--- config.mk ---
export PLATFORM = sky130hd
export DESIGN_NAME = perm_fault_enc
export DESIGN_NICKNAME = d
export VERILOG_FILES = /design/src/rtl/perm_chk_pkg.sv /design/src/rtl/perm_fault_enc.sv
export SDC_FILE = /design/constraint.sdc
export NUM_CORES = 1
export LEC_CHECK = 0
export ABC_AREA = 0
export BUFFER_PORTS_ARGS = -buffer_cell sky130_fd_sc_hd__buf_4
export CAP_MARGIN = 20
export CORE_AREA = 3 3 40 42
export DETAILED_ROUTE_END_ITERATION = 8
export DIE_AREA = 0 0 43 45
export GPL_TIMING_DRIVEN = 0
export SYNTH_ARGS = -nofsm -noshare
export SYNTH_HDL_FRONTEND = slang
export SYNTH_SLANG_ARGS = --single-unit
--- constraint.sdc ---
create_clock -name vclk -period 1.2
set_clock_uncertainty 0.1 [all_clocks]
set_input_delay 0.24 -clock vclk [all_inputs]
set_output_delay 0.24 -clock vclk [all_outputs]
set_load 0.01 [all_outputs]
--- src/rtl/perm_chk_pkg.sv ---
package perm_chk_pkg;
  typedef enum logic [1:0] {
    ACC_LOAD  = 2'd0,
    ACC_STORE = 2'd1,
    ACC_FETCH = 2'd2,
    ACC_RSVD  = 2'd3
  } acc_e;

  typedef struct packed {
    logic x;
    logic w;
    logic r;
  } rights_t;

  localparam int STAT_W   = 5;
  localparam int ST_EXEC  = 0;
  localparam int ST_PROT  = 1;
  localparam int ST_KEY   = 2;
  localparam int ST_STORE = 3;
  localparam int ST_SEG   = 4;
endpackage

--- src/rtl/perm_fault_enc.sv ---
module perm_fault_enc
  import perm_chk_pkg::*;
(
  input  logic [1:0]        acc_i,
  input  logic              seg_nx_i,
  input  rights_t           exec_src_i,
  input  rights_t           pp_src_i,
  input  rights_t           key_src_i,
  output rights_t           grant_o,
  output logic              allow_o,
  output logic              fault_i_o,
  output logic              fault_d_o,
  output logic [STAT_W-1:0] status_o
);
  rights_t need;
  logic    is_fetch, is_store;

  assign is_fetch = (acc_i == ACC_FETCH);
  assign is_store = (acc_i == ACC_STORE);
  assign grant_o  = exec_src_i & pp_src_i & key_src_i;

  always_comb begin
    need = '0;
    if (is_fetch)      need.x = 1'b1;
    else if (is_store) need.w = 1'b1;
    else               need.r = 1'b1;
  end

  always_comb begin
    allow_o   = 1'b0;
    fault_i_o = 1'b0;
    fault_d_o = 1'b0;
    status_o  = '0;
    if (is_fetch && seg_nx_i) begin
      fault_i_o        = 1'b1;
      status_o[ST_EXEC] = 1'b1;
      status_o[ST_SEG]  = 1'b1;
    end else if ((need & ~grant_o) == '0) begin
      allow_o = 1'b1;
    end else if (is_fetch) begin
      fault_i_o = 1'b1;
      if (!exec_src_i.x)    status_o[ST_EXEC] = 1'b1;
      else if (!pp_src_i.x) status_o[ST_PROT] = 1'b1;
      if (!key_src_i.x)     status_o[ST_KEY]  = 1'b1;
    end else begin
      fault_d_o          = 1'b1;
      status_o[ST_PROT]  = |(need & ~pp_src_i);
      status_o[ST_STORE] = is_store;
      status_o[ST_KEY]   = |(need & ~key_src_i);
    end
  end
endmodule

==> results.yml <==
place:
  port_buffers: 23
  place_area_um2: 427
  place_congestion: 0.679
  dp_hpwl_um: 593
global_routing:
  grt_pass1_wl_mm: 1.09
  grt_pass1_vias: 265
  grt_max_degree: 10
  track_usage_pct: 6.80
  grt_overflow_total: 0
  antenna_found_initial: 0
finish:
  final_core_util_pct: 38.1
  n_sequential_cell: 0
  final_nets: 69
  drive_gt1_share_pct: 83.0
  regArea_um2: 0
  multi_input_area_um2: 220
  fin_area_um2: 489
  nClkBuffers: 0
  fill_cells: 142
  antennaDiodeCount: 0
  area_delta_synth_final_pct: 146
sta:
  finalSetupViolCount: 7
  setup_tns_ns: -1.32
  hold_violations: 0
  min_period_ns: 1.45
  worst_pin_slew_ns: 0.278
  rsz0062_at_grt: "true"
  fmax_mhz: 688
  max_slew_margin_pct: 81.3
  worst_slack_ns: -0.254
  maxSlewViolCount: 0
  min_period_over_period_pct: 121
worst_setup_path:
  endpoint_kind: "primary output"
  worstPathMaxFanout: 4
  critPathRequiredTime_ns: 0.86
  worstSetupStartpointType: "input pin"
  cp.arrival_ns: 1.11
  worstSetupPathType: "in -> out"
synth:
  synth-seq-area-share_pct: 0
  ys_warn_count: 0
  avgSynthCellArea_um2: 7.37
  yosys.area_share.simple_pct: 40.9
  yosys-top-cells-area: "and3_4 (17%), ha_1 (13%), o22a_4 (8.8%)"
  yosys-top-cells-count: "and3_4 (3), inv_2 (3), o21ai_1 (3)"
  yosysTopAreaCell: "and3_4"
  synth_xor_area_share_pct: 0
  synth_cell_types: 16
  synth_compound_area_share_pct: 37.1
  synthMuxAreaShare_pct: 0
  synthAdderAreaFrac_pct: 12.6
  synthesis.nets: 41
  netlist_instances: 27
  syn_area_um2: 199
  yosys.area.top_type_share_pct: 17.0
  synth_top_family_by_area: "simple AND/OR/NAND/NOR gates"
drt:
  routed_wl_um: 658
  top_layer_used: "met3"
  drcViolationCount: 0
  wl_met1_um: 284
  drtIter0Drc: 0
  final_antenna_net_count: 0
  num_vias: 284
  wl_met2_um: 316
  post_drt_via_cell_ratio: 4.18
  drt_first_pass_iters: 1
  route.met3.wl_um: 57
  wire_per_inst_um: 9.68
floorplan:
  die_x_um: 43
  core_area_um2: 1280
  dieArea_um2: 1940
  initial_core_util_pct: 15.5
  ioPinCount: 23
  die_y_um: 45
  num_rows: 13
run_status:
  violations: "setup timing"
  run_status: "finished, violations left"
power_and_ir_drop:
  clkPwrFrac_pct: 0
  powerDensity_nw_per_um2: 420
  switching_share_pct: 40.1
  power_frac_seq_pct: 0
  total_power_uw: 206
  power_switching_uw: 82.5
  p_comb_share_pct: 100.0
  internal_power_uw: 123
  peakVddDrop_mv: 0.190
  p_leak_uw: 0.000226
flow_run:
  maxCapViolations: 0
hold_path:
  hold_path_class: "in -> out"
clocking:
  cts-hold-fix-buffers: 0
[path summary, 6_finish.rpt]
check	startpoint	to	slack, ns	depth (start not counted)
max	acc_i[0]	allow_o	-0.25	7
min	seg_nx_i	status_o[4]	0.72	3
[per-stage QoR]
stage	setup WS, ns	cells	hold slack, ns
CTS	-0.259	66	0.721
finish	-0.254	68	0.717
detailed placement	-0.310	65	0.750
global route	-0.309	68	0.738
floorplan	-0.0653	27	0.519
global placement	-0.307	65	0.745
[what timing repair did]
action / 4_1_cts / 5_1_grt
pin swaps: 2 / 0
endpoints found under the setup margin: 7 / 7
resized for setup: 9 / 3
setup buffers: 1 / 2
[worst max-delay path, stage by stage]
cell	delay [ns]
buf_8	0.09
inv_8	0.03
ha_4	0.25
inv_4	0.04
o22a_4	0.20
and2_4	0.16
buf_6	0.11
[power groups by stage]
stage | registers [uW] | logic, uW | clock network [uW]
after global placement | 0 | 183 | 0
after detailed placement | 0 | 184 | 0
after floorplan | 0 | 96.1 | 0
after global routing | 0 | 222 | 0
after CTS | 0 | 200 | 0
final | 0 | 206 | 0
[cells by family (layout without fill, tap and decap cells)]
| family | count (synthesis) | after routing |
|---|---|---|
| buf+inv | 5 | 31 |
| compound gates | 10 | 10 |
| fa+ha+maj | 2 | 2 |
| simple gates | 10 | 10 |
[metal layers]
| layer | up-vias | track usage, % |
|---|---|---|
| li1 | 152 | - |
| met1 | 120 | 8.33 |
| met2 | 12 | 13.8 |
| met3 | 0 | 0.398 |
| met4 | 0 | 0 |
| met5 | - | 0 |
[final cells by class]
type	count	area share [%]
Timing Repair Buffer	26	45.3
Multi-Input combinational cell	22	45.0
Tap cell	15	3.84
Inverter	5	5.88
[cell usage in the layout, fill, tap and decap left out]
cell type	count
o21ai_4	1
and2_4	3
o21a_1	2
inv_4	1
inv_8	1
buf_6	5
o221ai_2	1
buf_8	1
buf_4	20
ha_2	1
nor3b_2	1
nand2_1	1
o22a_4	1
o21ai_1	2
nor2_2	1
o22ai_1	2
nand2b_1	1
inv_2	3
o21ai_0	1
and3_4	3
ha_4	1
(Power assumes the default switching activity.)
